<file path="src/rtl/dma_seq_pkg.sv">
package dma_seq_pkg;

   typedef enum logic [1:0] {
      SEQ_IDLE  = 2'd0,
      SEQ_READ  = 2'd1,
      SEQ_WRITE = 2'd2
   } seq_state_e;

   localparam logic [1:0] STEP_UP   = 2'd0;
   localparam logic [1:0] STEP_DOWN = 2'd1;
   localparam logic [1:0] STEP_HOLD = 2'd2;

   // Low-address-bit mask that must be clear for a given width code.
   function automatic logic [2:0] align_mask(input logic [1:0] code);
      case (code)
         2'd0:    return 3'b000;
         2'd1:    return 3'b001;
         2'd2:    return 3'b011;
         default: return 3'b111;
      endcase
   endfunction

endpackage

</file>
<file path="src/rtl/dma_seq_cfg_check.sv">
module dma_seq_cfg_check
   import dma_seq_pkg::*;
#(
   parameter int AW            = 32,
   parameter int CW            = 16,
   parameter int MAX_BURST_LOG = 10
) (
   input  logic [AW-1:0] src_addr,
   input  logic [AW-1:0] dst_addr,
   input  logic [2:0]    src_width,
   input  logic [2:0]    dst_width,
   input  logic [1:0]    src_step,
   input  logic [1:0]    dst_step,
   input  logic [3:0]    burst_code,
   input  logic [CW-1:0] count,
   output logic          cfg_bad
);

   logic       width_bad;
   logic       step_bad;
   logic       burst_bad;
   logic       src_misal;
   logic       dst_misal;
   logic       total_bad;
   logic [5:0] total_low;

   always_comb begin
      width_bad = src_width[2] | dst_width[2];
      step_bad  = (src_step == 2'd3) | (dst_step == 2'd3);
      burst_bad = (burst_code > 4'(MAX_BURST_LOG));
      src_misal = |(src_addr[2:0] & align_mask(src_width[1:0]));
      dst_misal = |(dst_addr[2:0] & align_mask(dst_width[1:0]));
      // only the low three bits of count * source bytes decide divisibility
      total_low = {3'b000, count[2:0]} << src_width[1:0];
      total_bad = |(total_low[2:0] & align_mask(dst_width[1:0]));
      cfg_bad   = width_bad | step_bad | burst_bad | src_misal | dst_misal | total_bad;
   end

endmodule

</file>
<file path="src/rtl/dma_seq_addr_gen.sv">
module dma_seq_addr_gen
   import dma_seq_pkg::*;
#(
   parameter int AW = 32
) (
   input  logic          clk,
   input  logic          rst_n,
   input  logic          load,
   input  logic [AW-1:0] load_addr,
   input  logic [1:0]    load_step,
   input  logic [1:0]    load_width,
   input  logic          advance,
   output logic [AW-1:0] addr
);

   logic [1:0]    step_q;
   logic [1:0]    width_q;
   logic [AW-1:0] stride;

   assign stride = AW'(1) << width_q;

   always_ff @(posedge clk or negedge rst_n) begin
      if (!rst_n) begin
         addr    <= '0;
         step_q  <= STEP_UP;
         width_q <= 2'd0;
      end else if (load) begin
         addr    <= load_addr;
         step_q  <= load_step;
         width_q <= load_width;
      end else if (advance) begin
         case (step_q)
            STEP_UP:   addr <= addr + stride;
            STEP_DOWN: addr <= addr - stride;
            default:   addr <= addr;
         endcase
      end
   end

   // a fixed-mode side never moves
   a_r2_fixed_holds : assert property (@(posedge clk) disable iff (!rst_n)
      (!load && step_q == STEP_HOLD) |=> $stable(addr));

   // the address moves only on a granted beat of this side
   a_r2_idle_holds : assert property (@(posedge clk) disable iff (!rst_n)
      (!load && !advance) |=> $stable(addr));

endmodule

</file>
<file path="src/rtl/dma_seq_ctrl.sv">
module dma_seq_ctrl
   import dma_seq_pkg::*;
#(
   parameter int CW            = 16,
   parameter int MAX_BURST_LOG = 10
) (
   input  logic          clk,
   input  logic          rst_n,
   input  logic          start,
   input  logic          cfg_bad,
   input  logic [CW-1:0] count_in,
   input  logic [3:0]    burst_in,
   input  logic [1:0]    src_w_in,
   input  logic [1:0]    dst_w_in,
   input  logic          abort_req,
   input  logic          mem_gnt,
   output logic          mem_req,
   output logic          mem_we,
   output logic [1:0]    src_w,
   output logic [1:0]    dst_w,
   output logic          load,
   output logic          adv_src,
   output logic          adv_dst,
   output logic [CW-1:0] remaining,
   output logic          busy,
   output logic          tc_pulse,
   output logic          err_pulse,
   output logic          abort_pulse
);

   localparam int CRW = MAX_BURST_LOG + 5;

   initial begin
      assert (CW >= MAX_BURST_LOG + 2) else $error("count width too small for burst length");
      assert (MAX_BURST_LOG <= 14) else $error("burst code is only four bits wide");
   end

   seq_state_e     state;
   logic [CW-1:0]  blen_left;
   logic [CRW-1:0] credit;
   logic [3:0]     bcode_q;
   logic           abort_pend;

   logic           fire;
   logic [CW-1:0]  rem_nx;
   logic [CRW-1:0] credit_nx;
   logic [CRW-1:0] src_bytes;
   logic [CRW-1:0] dst_bytes;
   logic           stop_now;

   function automatic logic [CW-1:0] burst_limit(input logic [CW-1:0] left,
                                                 input logic [3:0]    code);
      logic [CW-1:0] full;
      full = CW'(1) << code;
      return (left < full) ? left : full;
   endfunction

   assign mem_req  = (state != SEQ_IDLE);
   assign mem_we   = (state == SEQ_WRITE);
   assign busy     = mem_req;
   assign fire     = mem_req & mem_gnt;
   assign load     = (state == SEQ_IDLE) & start & ~cfg_bad;
   assign adv_src  = fire & (state == SEQ_READ);
   assign adv_dst  = fire & (state == SEQ_WRITE);
   assign stop_now = abort_pend | abort_req;

   always_comb begin
      src_bytes = CRW'(1) << src_w;
      dst_bytes = CRW'(1) << dst_w;
      rem_nx    = remaining;
      credit_nx = credit;
      if (adv_src) begin
         rem_nx    = remaining - CW'(1);
         credit_nx = credit + src_bytes;
      end else if (adv_dst) begin
         credit_nx = credit - dst_bytes;
      end
   end

   always_ff @(posedge clk or negedge rst_n) begin
      if (!rst_n) begin
         state       <= SEQ_IDLE;
         remaining   <= '0;
         blen_left   <= '0;
         credit      <= '0;
         bcode_q     <= '0;
         src_w       <= '0;
         dst_w       <= '0;
         abort_pend  <= 1'b0;
         tc_pulse    <= 1'b0;
         err_pulse   <= 1'b0;
         abort_pulse <= 1'b0;
      end else begin
         tc_pulse    <= 1'b0;
         err_pulse   <= 1'b0;
         abort_pulse <= 1'b0;
         if (state == SEQ_IDLE) begin
            abort_pend <= 1'b0;
            if (start) begin
               if (cfg_bad) begin
                  err_pulse <= 1'b1;
               end else begin
                  remaining <= count_in;
                  credit    <= '0;
                  bcode_q   <= burst_in;
                  src_w     <= src_w_in;
                  dst_w     <= dst_w_in;
                  blen_left <= burst_limit(count_in, burst_in);
                  if (count_in == '0) tc_pulse <= 1'b1;
                  else                state    <= SEQ_READ;
               end
            end
         end else begin
            if (abort_req) abort_pend <= 1'b1;
            if (fire) begin
               remaining <= rem_nx;
               credit    <= credit_nx;
               if (stop_now) begin
                  state       <= SEQ_IDLE;
                  abort_pulse <= 1'b1;
               end else if (state == SEQ_READ && blen_left != CW'(1)) begin
                  blen_left <= blen_left - CW'(1);
               end else if (credit_nx >= dst_bytes) begin
                  state <= SEQ_WRITE;
               end else if (rem_nx == '0) begin
                  state    <= SEQ_IDLE;
                  tc_pulse <= 1'b1;
               end else begin
                  state     <= SEQ_READ;
                  blen_left <= burst_limit(rem_nx, bcode_q);
               end
            end
         end
      end
   end

   // a granted read lowers the count by exactly one
   a_r3_read_decrements : assert property (@(posedge clk) disable iff (!rst_n)
      (mem_req && mem_gnt && !mem_we) |=> (remaining == $past(remaining) - CW'(1)));

   // terminal count only with nothing left and the channel idle
   a_r7_tc_at_zero : assert property (@(posedge clk) disable iff (!rst_n)
      tc_pulse |-> (remaining == '0 && !busy));

   // a rejected job leaves the channel idle
   a_r6_err_idle : assert property (@(posedge clk) disable iff (!rst_n)
      err_pulse |-> (!busy && !mem_req));

   // nothing is requested once the abort has taken effect
   a_r8_abort_stops : assert property (@(posedge clk) disable iff (!rst_n)
      abort_pulse |-> !mem_req);

   // end pulses are exclusive
   a_r10_one_pulse : assert property (@(posedge clk) disable iff (!rst_n)
      $onehot0({tc_pulse, err_pulse, abort_pulse}));

endmodule

</file>
<file path="src/rtl/dma_addr_seq.sv">
module dma_addr_seq
   import dma_seq_pkg::*;
#(
   parameter int AW            = 32,
   parameter int CW            = 16,
   parameter int MAX_BURST_LOG = 10
) (
   input  logic          clk,
   input  logic          rst_n,
   input  logic          start,
   input  logic [AW-1:0] cfg_src_addr,
   input  logic [AW-1:0] cfg_dst_addr,
   input  logic [2:0]    cfg_src_width,
   input  logic [2:0]    cfg_dst_width,
   input  logic [1:0]    cfg_src_step,
   input  logic [1:0]    cfg_dst_step,
   input  logic [3:0]    cfg_burst_code,
   input  logic [CW-1:0] cfg_count,
   input  logic          abort_req,
   output logic          mem_req,
   output logic          mem_we,
   output logic [AW-1:0] mem_addr,
   output logic [1:0]    mem_size,
   input  logic          mem_gnt,
   output logic [CW-1:0] remaining,
   output logic          busy,
   output logic          tc_pulse,
   output logic          err_pulse,
   output logic          abort_pulse
);

   localparam int NSIDE = 2;

   initial begin
      assert (AW >= 4) else $error("address width too small");
   end

   logic          cfg_bad;
   logic          load;
   logic          adv_src;
   logic          adv_dst;
   logic [1:0]    src_w;
   logic [1:0]    dst_w;

   logic [AW-1:0] side_start [NSIDE];
   logic [1:0]    side_step  [NSIDE];
   logic [1:0]    side_width [NSIDE];
   logic          side_adv   [NSIDE];
   logic [AW-1:0] side_addr  [NSIDE];

   dma_seq_cfg_check #(.AW(AW), .CW(CW), .MAX_BURST_LOG(MAX_BURST_LOG)) u_check (
      .src_addr   (cfg_src_addr),
      .dst_addr   (cfg_dst_addr),
      .src_width  (cfg_src_width),
      .dst_width  (cfg_dst_width),
      .src_step   (cfg_src_step),
      .dst_step   (cfg_dst_step),
      .burst_code (cfg_burst_code),
      .count      (cfg_count),
      .cfg_bad    (cfg_bad)
   );

   dma_seq_ctrl #(.CW(CW), .MAX_BURST_LOG(MAX_BURST_LOG)) u_ctrl (
      .clk         (clk),
      .rst_n       (rst_n),
      .start       (start),
      .cfg_bad     (cfg_bad),
      .count_in    (cfg_count),
      .burst_in    (cfg_burst_code),
      .src_w_in    (cfg_src_width[1:0]),
      .dst_w_in    (cfg_dst_width[1:0]),
      .abort_req   (abort_req),
      .mem_gnt     (mem_gnt),
      .mem_req     (mem_req),
      .mem_we      (mem_we),
      .src_w       (src_w),
      .dst_w       (dst_w),
      .load        (load),
      .adv_src     (adv_src),
      .adv_dst     (adv_dst),
      .remaining   (remaining),
      .busy        (busy),
      .tc_pulse    (tc_pulse),
      .err_pulse   (err_pulse),
      .abort_pulse (abort_pulse)
   );

   assign side_start[0] = cfg_src_addr;
   assign side_start[1] = cfg_dst_addr;
   assign side_step[0]  = cfg_src_step;
   assign side_step[1]  = cfg_dst_step;
   assign side_width[0] = cfg_src_width[1:0];
   assign side_width[1] = cfg_dst_width[1:0];
   assign side_adv[0]   = adv_src;
   assign side_adv[1]   = adv_dst;

   for (genvar s = 0; s < NSIDE; s++) begin : g_side
      dma_seq_addr_gen #(.AW(AW)) u_gen (
         .clk        (clk),
         .rst_n      (rst_n),
         .load       (load),
         .load_addr  (side_start[s]),
         .load_step  (side_step[s]),
         .load_width (side_width[s]),
         .advance    (side_adv[s]),
         .addr       (side_addr[s])
      );
   end

   assign mem_addr = mem_we ? side_addr[1] : side_addr[0];
   assign mem_size = mem_we ? dst_w : src_w;

   // a pending request holds still until granted
   a_r5_req_stable : assert property (@(posedge clk) disable iff (!rst_n)
      (mem_req && !mem_gnt) |=> (mem_req && $stable(mem_addr) && $stable(mem_we)
                                 && $stable(mem_size)));

   // every issued beat is aligned to its own width
   a_r1_beat_aligned : assert property (@(posedge clk) disable iff (!rst_n)
      mem_req |-> ((mem_addr[2:0] & align_mask(mem_size)) == 3'b000));

endmodule

</file>
<file path="config.mk">
export PLATFORM = sky130hd
export DESIGN_NAME = dma_addr_seq
export DESIGN_NICKNAME = d
export VERILOG_FILES = /design/src/rtl/dma_seq_pkg.sv /design/src/rtl/dma_seq_cfg_check.sv /design/src/rtl/dma_seq_addr_gen.sv /design/src/rtl/dma_seq_ctrl.sv /design/src/rtl/dma_addr_seq.sv
export SDC_FILE = /design/constraint.sdc
export NUM_CORES = 1
export LEC_CHECK = 0
export ABC_AREA = 1
export BUFFER_PORTS_ARGS = -buffer_cell sky130_fd_sc_hd__buf_2
export CORE_ASPECT_RATIO = 0.75
export CORE_MARGIN = 1
export CORE_UTILIZATION = 38
export DETAILED_ROUTE_END_ITERATION = 8
export GPL_TIMING_DRIVEN = 1
export PLACE_DENSITY_LB_ADDON = 0.15
export REMOVE_ABC_BUFFERS = 1
export SLEW_MARGIN = 20
export SYNTH_ARGS = -nofsm -noshare
export SYNTH_HDL_FRONTEND = slang
export SYNTH_SLANG_ARGS = --single-unit
</file>
<file path="constraint.sdc">
create_clock -name clk -period 4.2 [get_ports clk]
set_input_delay 0.42 -clock clk [delete_from_list [all_inputs] [get_ports clk]]
set_output_delay 0.42 -clock clk [all_outputs]
set_load 0.01 [all_outputs]
</file>
==> results of run 1 <==
-- placed cells by master (no fill, tap or decap), drive strengths merged, types with 7 or more instances in the layout --
cell / count
nor3: 19
nand2: 645
a21oi: 98
o22ai: 15
nor2: 185
ha: 109
nand4: 41
o221ai: 9
a21o: 15
o21ai: 178
o211ai: 33
dfrtp: 133
buf: 188
a221oi: 7
a31oi: 36
clkbuf: 20
nand3b: 12
nand3: 149
xor2: 41
nor4: 8
xnor2: 13
clkinv: 9
inv: 224
o21bai: 12
or2: 11
-- metal layers --
metal | track usage (%) | wire length, µm | up-vias
li1 | - | - | 7306
met1 | 45.6 | 26800 | 7009
met2 | 39.1 | 19900 | 465
met3 | 5.97 | 3810 | 31
met4 | 5.40 | 513 | 0
met5 | 0 | 0 | -
-- cell usage after synthesis (all sizes together), types with 4 or more instances --
cell,number
nand2,645
inv,224
nor2,185
o21ai,178
nand3,149
dfrtp,133
ha,109
a21oi,98
nand4,41
xor2,41
clkbuf,40
a31oi,36
o211ai,33
buf,27
nor3,19
a21o,15
o22ai,15
xnor2,13
nand3b,12
o21bai,12
or2,11
o221ai,9
nor4,8
a221oi,7
clkinv,6
o21a,5
and2,4
fa,4
o31ai,4
-- power groups by stage --
stage	combinational (µW)	sequential (µW)	clock, µW
after CTS	6480	2340	1710
after floorplan	4470	2210	0
after detailed placement	6440	2360	0
after global routing	7360	2430	1770
after global placement	6400	2360	0
final	6590	2350	1690
-- state kept, by name, indices dropped and copies added, names as in the netlist --
| signal | cells |
|---|---|
| u_ctrl.blen_left | 16 |
| u_ctrl.abort_pend | 1 |
| u_ctrl.err_pulse | 1 |
| u_ctrl.state | 2 |
| u_ctrl.tc_pulse | 1 |
| u_ctrl.dst_w | 2 |
| u_ctrl.abort_pulse | 1 |
| g_side.u_gen.step_q | 4 |
| g_side.u_gen.addr | 64 |
| u_ctrl.remaining | 16 |
| u_ctrl.credit | 15 |
| u_ctrl.src_w | 2 |
| u_ctrl.bcode_q | 4 |
| g_side.u_gen.width_q | 4 |
-- layout make-up --
type                    instances  area (µm²)  area share [%]
inverters                     230         867            5.63
well taps                     457         572            3.71
clock inverters                11         174            1.13
diodes                          1        2.50          0.0163
clock buffers                  20         467            3.03
repair buffers                188        1060            6.87
flip-flops and latches        133        3330            21.6
multi-input cells            1665        8930            58.0
-- stage by stage --
step                      util [%]  TNS (ns)  setup WS, ns  total power, µW  cells
after detailed placement      42.5         0         0.349             8800   2673
final                         44.4         0         0.389            10600   2705
after global routing          44.4         0        0.0192            11600   2705
after floorplan                  -    -94.64         -1.12             6680   2028
after CTS                     44.4         0         0.329            10500   2704
after global placement        42.5         0         0.373             8760   2673
-- cell families after synthesis --
family	synth area share [%]
XOR/XNOR	3.52
AO/OA/AOI/OAI	18.1
adder cells (fa/ha/maj)	10.8
flip-flops	24.8
buffers and inverters	8.69
multiplexers	0.0746
AND/OR/NAND/NOR	34.0
-- worst max-delay path, cell delays in order (launching register included) --
cell        delay (ns)
dfrtp_1           0.36
inv_1             0.05
nand2_1           0.33
clkinvlp_4        0.41
o21ai_1           0.36
fa_1              0.25
nand2_1           0.09
nand3_1           0.07
o21ai_0           0.12
o21ai_0           0.16
buf_4             0.16
inv_1             0.05
o21bai_1          0.35
nand4_1           0.34
nand3_1           0.22
nand2_1           0.09
a21o_1            0.16
nand3_1           0.07
nand2_1           0.05
nand2_1           0.05
-- how the worst max path moves through the flow --
stage | from | end | slack, ns | cells after the start
global route | g_side[1].u_gen.step_q[1]$_DFFE_PN0P_ | g_side[1].u_gen.addr[26]$_DFFE_PN0P_ | 0.02 | 19
detailed placement | g_side[1].u_gen.step_q[1]$_DFFE_PN0P_ | g_side[1].u_gen.addr[19]$_DFFE_PN0P_ | 0.35 | 16
floorplan | u_ctrl.state[0]$_DFFE_PN0P_ | g_side[1].u_gen.addr[31]$_DFFE_PN0P_ | -1.12 | 8
finish | g_side[1].u_gen.step_q[1]$_DFFE_PN0P_ | g_side[1].u_gen.addr[26]$_DFFE_PN0P_ | 0.39 | 19
CTS | g_side[1].u_gen.step_q[1]$_DFFE_PN0P_ | g_side[1].u_gen.addr[19]$_DFFE_PN0P_ | 0.33 | 16
global placement | g_side[1].u_gen.step_q[1]$_DFFE_PN0P_ | g_side[1].u_gen.addr[19]$_DFFE_PN0P_ | 0.37 | 16
==> run summary, run 1 <==
Status -> finished, violations left
Failing checks -> hold timing
Slew Viols, Final -> 0
Fin. Hold Viols -> 7
Post-CTS sizing -> 0
Detailed-route DRC error count -> 0
Critical Path Start Type -> register
Pwr/cell area -> 690 nW/µm²
Slew @ Worst Pin -> 0.967 ns
Post-DP HPWL -> 40.0 mm
Worst r2r src -> g_side[1].u_gen.step_q[1]$_DFFE_PN0P_
Register share of total power -> 22.1%
FF+latch count, synth -> 133
Pleak -> 0.00798 µW
R2R cell count -> 19
Filler cells -> 3785
WL/cell -> 18.8 µm
Crit Path Category -> register to register
Arr. time, crit path -> 4.20 ns
FF-to-FF End -> g_side[1].u_gen.addr[26]$_DFFE_PN0P_
Placed Area -> 14800 µm²
Initial Util -> 38.7%
Worst-path clk slew -> 0.06 ns
Post-CTS Repair Setup Buffers -> 0
Post-Syn Instances -> 2095
CTS buffer count -> 17
Psw -> 5520 µW
Post-CTS Hold Buffers -> 0
Register area share after synthesis -> 24.8%
Remaining Overflow, GRT -> 0
Site Rows -> 59
Clock Latency Late Sink -> 0.45 ns
Core footprint -> 34700 µm²
Tot GR Track Use -> 28.8%
Largest net degree at the start of global routing -> 82
Reg-to-reg slack, setup -> 0.39 ns
Clock sink total -> 133
Ports -> 155
Avg Cell Area, Syn -> 6.40 µm²
Final Cycle Share -> 90.7%
Die width -> 219 µm
# port buffers -> 154
Final net count -> 2447
Vias in the first global route -> 13549
Initial DRC Count -> 1369
Pint -> 5100 µW
Hold Path Class -> input port to async pin
Vias/cell -> 5.48
Die Area -> 36100 µm²
Share of post-route cells with drive strength above 1 -> 11.4%
Top FF cell, synth -> dfrtp_1
DR vias -> 14811
RSZ-0062 raised after global routing -> no
Post-synth top area share -> 24.8%
Top post-synthesis cells by area -> dfrtp_1 25%, nand2_1 18%, ha_1 10%
CP Data Required Time -> 4.59 ns
Gp weighted congestion -> 0.956
Routed wire length -> 51.0 mm
Synthesized area -> 13400 µm²
Asr flop ratio synth -> 100%
Cell area after layout -> 15400 µm²
TritonCTS clock tree -> built
Yosys warnings -> 0
Largest area contributor in the synthesized netlist -> dfrtp_1
Die extent in y -> 165 µm
Clk pwr share -> 15.9%
H-tree levels -> 4
EDFF count, synth -> 0
VDD IR max -> 362 µV
Clock Skew -> 0.0134 ns
Fin Hold WS -> -0.0519 ns
Switching Share -> 52.0%
Setup Viol. Count Final -> 0
First-pass GRT wire length -> 79.0 mm
Initial antenna violation count -> 1
Max cap viols -> 0
Clock Tree Root -> clkbuf_16
Gate power share -> 62.0%
Final Critical Period -> 3.81 ns
Number of buffers on the longest clock path -> 2
Synthesis-to-finish area growth -> 14.8%
F_max -> 0.262 GHz
Worst slew margin -> 35.5%
Post-synthesis cell type count -> 49
Antenna-violating nets left -> 0
Crit-path max FO -> 8
First-pass DRT Iterations -> 5
CP Capture Type -> register
Note: power is estimated with default switching activity, not from simulation.
==> run 2, diff against run 1 <==
- BUFFER_PORTS_ARGS: -buffer_cell sky130_fd_sc_hd__buf_2 -> -buffer_cell sky130_fd_sc_hd__buf_4
==> run summary, run 2 (same netlist as run 1, synthesis figures left out) <==
Core footprint -> 34700 µm²
CTS buffer count -> 17
Worst Setup EP -> g_side[0].u_gen.addr[26]$_DFFE_PN0P_
Footprint of the multi-input gates -> 8930 µm²
Seq. cell area -> 3330 µm²
VDD IR max -> 311 µV
Failing checks -> hold timing
Gp weighted congestion -> 0.960
Initial DRC Count -> 1545
Fin. Hold Viols -> 11
Setup TNS -> 0 ns
# port buffers -> 154
Global routing usage on met3 -> 4.90%
First-pass DRT Iterations -> 7
Most frequent cells in the layout -> 642 x nand2_1, 218 x inv_1, 190 x buf_4, 181 x nor2_1, 174 x o21ai_0
Crit-path cells -> nor2_1, inv_1, ha_1, nand2_1, nand2_1, ha_1, nand2_1, o21ai_0, inv_1, o21bai_1, nand4_1, nand3_1, nand2_1, a21o_1, nand3_1, nand2_1, nand2_1
Clock Tree Root -> clkbuf_16
Placed cells -> 2677
FF-to-FF End -> g_side[0].u_gen.addr[26]$_DFFE_PN0P_
Crit Path Category -> register to register
Final Cycle Share -> 91.0%
Post-CTS Hold Buffers -> 0
Remaining Overflow, GRT -> 0
Crit-path max FO -> 14
Reg-to-reg slack, setup -> 0.38 ns
Worst-path clk slew -> 0.06 ns
Status -> finished, violations left
# diodes -> 0
Leading cell type in the layout, fill and taps excluded -> nand2_1
Clock Latency Late Sink -> 0.46 ns
Arr. time, crit path -> 4.21 ns
Initial Util -> 38.7%
Max cap viols -> 0
Post-CTS sizing -> 0
Share of post-route cells with drive strength above 1 -> 11.5%
Slew Viols, Final -> 0
Site Rows -> 59
DR vias -> 14874
Number of buffers on the longest clock path -> 2
Ports -> 155
Hold Path Class -> input port to async pin
TritonCTS clock tree -> built
Clock Skew -> 0.0165 ns
Final net count -> 2451
Vias/cell -> 5.49
Post-DP HPWL -> 40.4 mm
CP Data Required Time -> 4.59 ns
Final Non-Filler Cells -> 2709
Critical Path Start Type -> register
Max reg flops -> 64
Filler cells -> 3722
Slew @ Worst Pin -> 0.904 ns
Biggest register -> g_side.u_gen.addr
RSZ-0062 raised after global routing -> no
Crit path top cell by count -> nand2_1
Fin Hold WS -> -0.0150 ns
Die Area -> 36100 µm²
M1 GR Usage -> 46.1%
Die width -> 219 µm
Crit path launch -> g_side[0].u_gen.width_q[1]$_DFFE_PN0P_
F_max -> 0.262 GHz
H-tree levels -> 4
Worst r2r src -> g_side[0].u_gen.width_q[1]$_DFFE_PN0P_
Vias in the first global route -> 13539
Worst slew margin -> 39.4%
R2R cell count -> 17
CP max stage delay -> 0.56 ns
Final Critical Period -> 3.82 ns
Pleak -> 0.00807 µW
Met2 Track Usage GR -> 39.6%
Die extent in y -> 165 µm
Top Usage Layer GRT -> met1
Largest net degree at the start of global routing -> 70
Tot GR Track Use -> 28.9%
Synthesis-to-finish area growth -> 17.0%
First-pass GRT wire length -> 79.5 mm
Antenna-violating nets left -> 0
Clock sink total -> 133
WL/cell -> 19.1 µm
Setup Viol. Count Final -> 0
Largest regs -> g_side.u_gen.addr: 64 flops, u_ctrl.blen_left: 16 flops, u_ctrl.remaining: 16 flops
Routed wire length -> 51.8 mm
Post-CTS Repair Setup Buffers -> 0
Slowest CP cell -> ha_1
CP Capture Type -> register
Pwr/cell area -> 675 nW/µm²
Util after Layout -> 45.2%
Initial antenna violation count -> 0
Detailed-route DRC error count -> 0
==> run 2: stage by stage <==
step                      hold slack, ns  cell area (µm²)  setup slack (ns)  total power [µW]
after global placement             0.467            15200             0.449              8970
after detailed placement           0.468            15200             0.443              9000
after global routing              0.0406            15700            0.0274             11500
after CTS                        0.00441            15700             0.417             10500
after floorplan                    0.124            13100             -1.12              6680
final                            -0.0150            15700             0.376             10600
==> run 2: layout make-up <==
type / count / share of cell area, %
multi-input combinational: 1665 / 56.9
tap: 457 / 3.64
clock buffer: 18 / 2.73
inverter: 230 / 5.50
timing repair buffer: 192 / 9.29
clock inverter: 14 / 0.741
sequential: 133 / 21.2
==> run 2: worst min-delay path by stage <==
stage | endpoint | slack [ns]
floorplan | g_side[0].u_gen.addr[0]$_DFFE_PN0P_ | 0.12
global placement | g_side[0].u_gen.step_q[0]$_DFFE_PN0P_ | 0.47
detailed placement | g_side[0].u_gen.step_q[0]$_DFFE_PN0P_ | 0.47
CTS | g_side[1].u_gen.addr[29]$_DFFE_PN0P_ | 0.004
global route | g_side[1].u_gen.addr[28]$_DFFE_PN0P_ | 0.04
finish | g_side[1].u_gen.addr[28]$_DFFE_PN0P_ | -0.01
==> run 2: metal layers <==
layer | vias to the layer above | wire length [µm]
met5 | - | 0
met4 | 0 | 485
met3 | 30 | 4040
met2 | 550 | 20500
met1 | 6982 | 26800
li1 | 7312 | -
==> run 2: power breakdown <==
group / internal (µW) / total (µW) / leakage (µW) / switching, µW
Sequential: 1770 / 2360 / 0.00169 / 583
Combinational: 2470 / 6770 / 0.00612 / 4300
Clock: 769 / 1480 / 0.000257 / 708
==> run 2: worst max-delay path, delay by kind of cell (launching register included) <==
kind | cells | cell delay, ns
and+or+nand+nor | 10 | 1.39
buffers and inverters | 2 | 0.19
AOI/OAI and AO/OA | 3 | 1.01
DFF | 1 | 0.42
adders and majority gates | 2 | 0.73
==> run 3, diff against run 2 <==
- CORE_UTILIZATION: 38 -> 60
==> run summary, run 3 (same netlist as run 1, synthesis figures left out) <==
Status -> finished, violations left
Failing checks -> hold timing
Crit path launch -> g_side[0].u_gen.step_q[1]$_DFFE_PN0P_
Worst-path clk slew -> 0.07 ns
Share of post-route cells with drive strength above 1 -> 10.9%
Pleak -> 0.00803 µW
Setup Viol. Count Final -> 0
Initial Util -> 62.3%
Number of buffers on the longest clock path -> 2
Die extent in y -> 132 µm
Placed cells -> 2493
Crit-path max FO -> 9
Most frequent cells in the layout -> 643 x nand2_1, 218 x inv_1, 181 x nor2_1, 175 x buf_4, 173 x o21ai_0
Die Area -> 23000 µm²
Max reg flops -> 64
Largest regs -> g_side.u_gen.addr: 64 flops, u_ctrl.blen_left: 16 flops, u_ctrl.remaining: 16 flops
Final Cycle Share -> 91.7%
Slew Viols, Final -> 0
Worst slew margin -> 49.5%
Clock Tree Root -> clkbuf_16
Final Critical Period -> 3.85 ns
First-pass GRT wire length -> 74.3 mm
Tot GR Track Use -> 40.9%
Critical Path Start Type -> register
Core footprint -> 21500 µm²
WL/cell -> 18.7 µm
Footprint of the multi-input gates -> 8930 µm²
Hold Path Class -> input port to async pin
Synthesis-to-finish area growth -> 15.0%
Ports -> 155
Biggest register -> g_side.u_gen.addr
R2R cell count -> 19
Register share of total power -> 22.2%
Clk pwr share -> 15.0%
H-tree levels -> 4
CP Data Required Time -> 4.53 ns
Vias/cell -> 6.14
Fin. Hold Viols -> 5
Final WS setup -> 0.348 ns
Clock sink total -> 133
Reg-to-reg slack, setup -> 0.35 ns
DR vias -> 15493
Final net count -> 2436
Switching Share -> 51.9%
Clock Skew -> 0.00909 ns
FF-to-FF End -> g_side[0].u_gen.addr[28]$_DFFE_PN0P_
VDD IR max -> 442 µV
Gate power share -> 62.8%
Crit Path Category -> register to register
Fin Hold WS -> -0.0138 ns
Pint -> 5140 µW
Antenna-violating nets left -> 0
Max cap viols -> 0
RSZ-0062 raised after global routing -> no
Initial DRC Count -> 2077
First-pass DRT Iterations -> 6
TritonCTS clock tree -> built
F_max -> 0.260 GHz
Post-DP HPWL -> 36.0 mm
CP Capture Type -> register
Cell area after layout -> 15400 µm²
Site Rows -> 46
Post-CTS Hold Buffers -> 0
Arr. time, crit path -> 4.18 ns
Final Non-Filler Cells -> 2525
Remaining Overflow, GRT -> 0
Worst slack, placed -> 0.447 ns
Placed Area -> 14800 µm²
Pwr/cell area -> 693 nW/µm²
Routed wire length -> 47.1 mm
Seq. cell area -> 3330 µm²
Filler cells -> 1913
Clock Latency Late Sink -> 0.44 ns
Leading cell type in the layout, fill and taps excluded -> nand2_1
Slew @ Worst Pin -> 0.758 ns
CTS buffer count -> 17
Setup TNS -> 0 ns
Psw -> 5550 µW
Initial antenna violation count -> 0
Vias in the first global route -> 13998
Detailed-route DRC error count -> 0
Gp weighted congestion -> 1.03
# diodes -> 0
Largest net degree at the start of global routing -> 75
Die width -> 175 µm
# port buffers -> 154
Worst r2r src -> g_side[0].u_gen.step_q[1]$_DFFE_PN0P_
## run 3: cell count changes in the layout (fill, tap and decap cells not counted), sizes merged
cell,change
buf,-15
bufinv,+3
clkinv,+1
clkinvlp,-1
inv,-3
## run 3: power by group through the flow
| stage | registers [µW] | clock network, µW | logic [µW] |
|---|---|---|---|
| 6_report | 2370 | 1610 | 6710 |
| 5_1_grt | 2420 | 1660 | 7420 |
| 4_1_cts | 2340 | 1610 | 6530 |
| 3_5_place_dp | 2350 | 0 | 6460 |
| 3_3_place_gp | 2340 | 0 | 6290 |
| 2_1_floorplan | 2210 | 0 | 4470 |
## run 3: worst max-delay path: stages, from the launching register on
cell,delay (ns)
dfrtp_1,0.35
inv_1,0.05
nand2_1,0.19
inv_1,0.27
o21ai_0,0.53
fa_1,0.33
nand2_1,0.07
nand2_1,0.06
o21ai_0,0.13
o21ai_0,0.55
inv_1,0.12
o21bai_1,0.35
nand2_1,0.09
nand2_1,0.14
nand3_1,0.08
nand2_1,0.08
xor2_1,0.13
o21ai_0,0.08
nand2_1,0.09
nand2_1,0.05
## run 3: repair_timing
action	4_1_cts	5_1_grt
setup endpoints to repair	0	1
gates resized for setup	0	1
setup buffers	0	0
## run 3: metrics by stage
step / hold slack [ns] / util [%] / total power (µW)
floorplan: 0.124 / - / 6680
global placement: 0.457 / 68.9 / 8630
detailed placement: 0.476 / 68.9 / 8820
CTS: 0.0357 / 71.7 / 10500
global route: 0.0564 / 71.7 / 11500
finish: -0.0138 / 71.7 / 10700
## run 3: metal layers
layer,track usage (%),up-vias,wire [µm]
met2,57.6,936,19500
met1,61.6,7184,20500
met3,9.32,96,6040
met4,11.2,0,1140
met5,0,-,0
li1,-,7277,-
## run 3: layout make-up
class | count | share of cell area, %
multi-input cells | 1665 | 57.9
flip-flops and latches | 133 | 21.6
clock inverters | 14 | 1.14
inverters | 230 | 5.60
well taps | 288 | 2.34
repair buffers | 177 | 8.72
clock buffers | 18 | 2.78
## run 3: worst max-delay path by stage
stage,end,slack [ns]
global route,u_ctrl.blen_left[3]$_DFFE_PN0P_,0.08
detailed placement,g_side[1].u_gen.addr[28]$_DFFE_PN0P_,0.45
floorplan,g_side[1].u_gen.addr[31]$_DFFE_PN0P_,-1.12
finish,g_side[0].u_gen.addr[28]$_DFFE_PN0P_,0.35
CTS,g_side[1].u_gen.addr[28]$_DFFE_PN0P_,0.34
global placement,g_side[1].u_gen.addr[28]$_DFFE_PN0P_,0.59
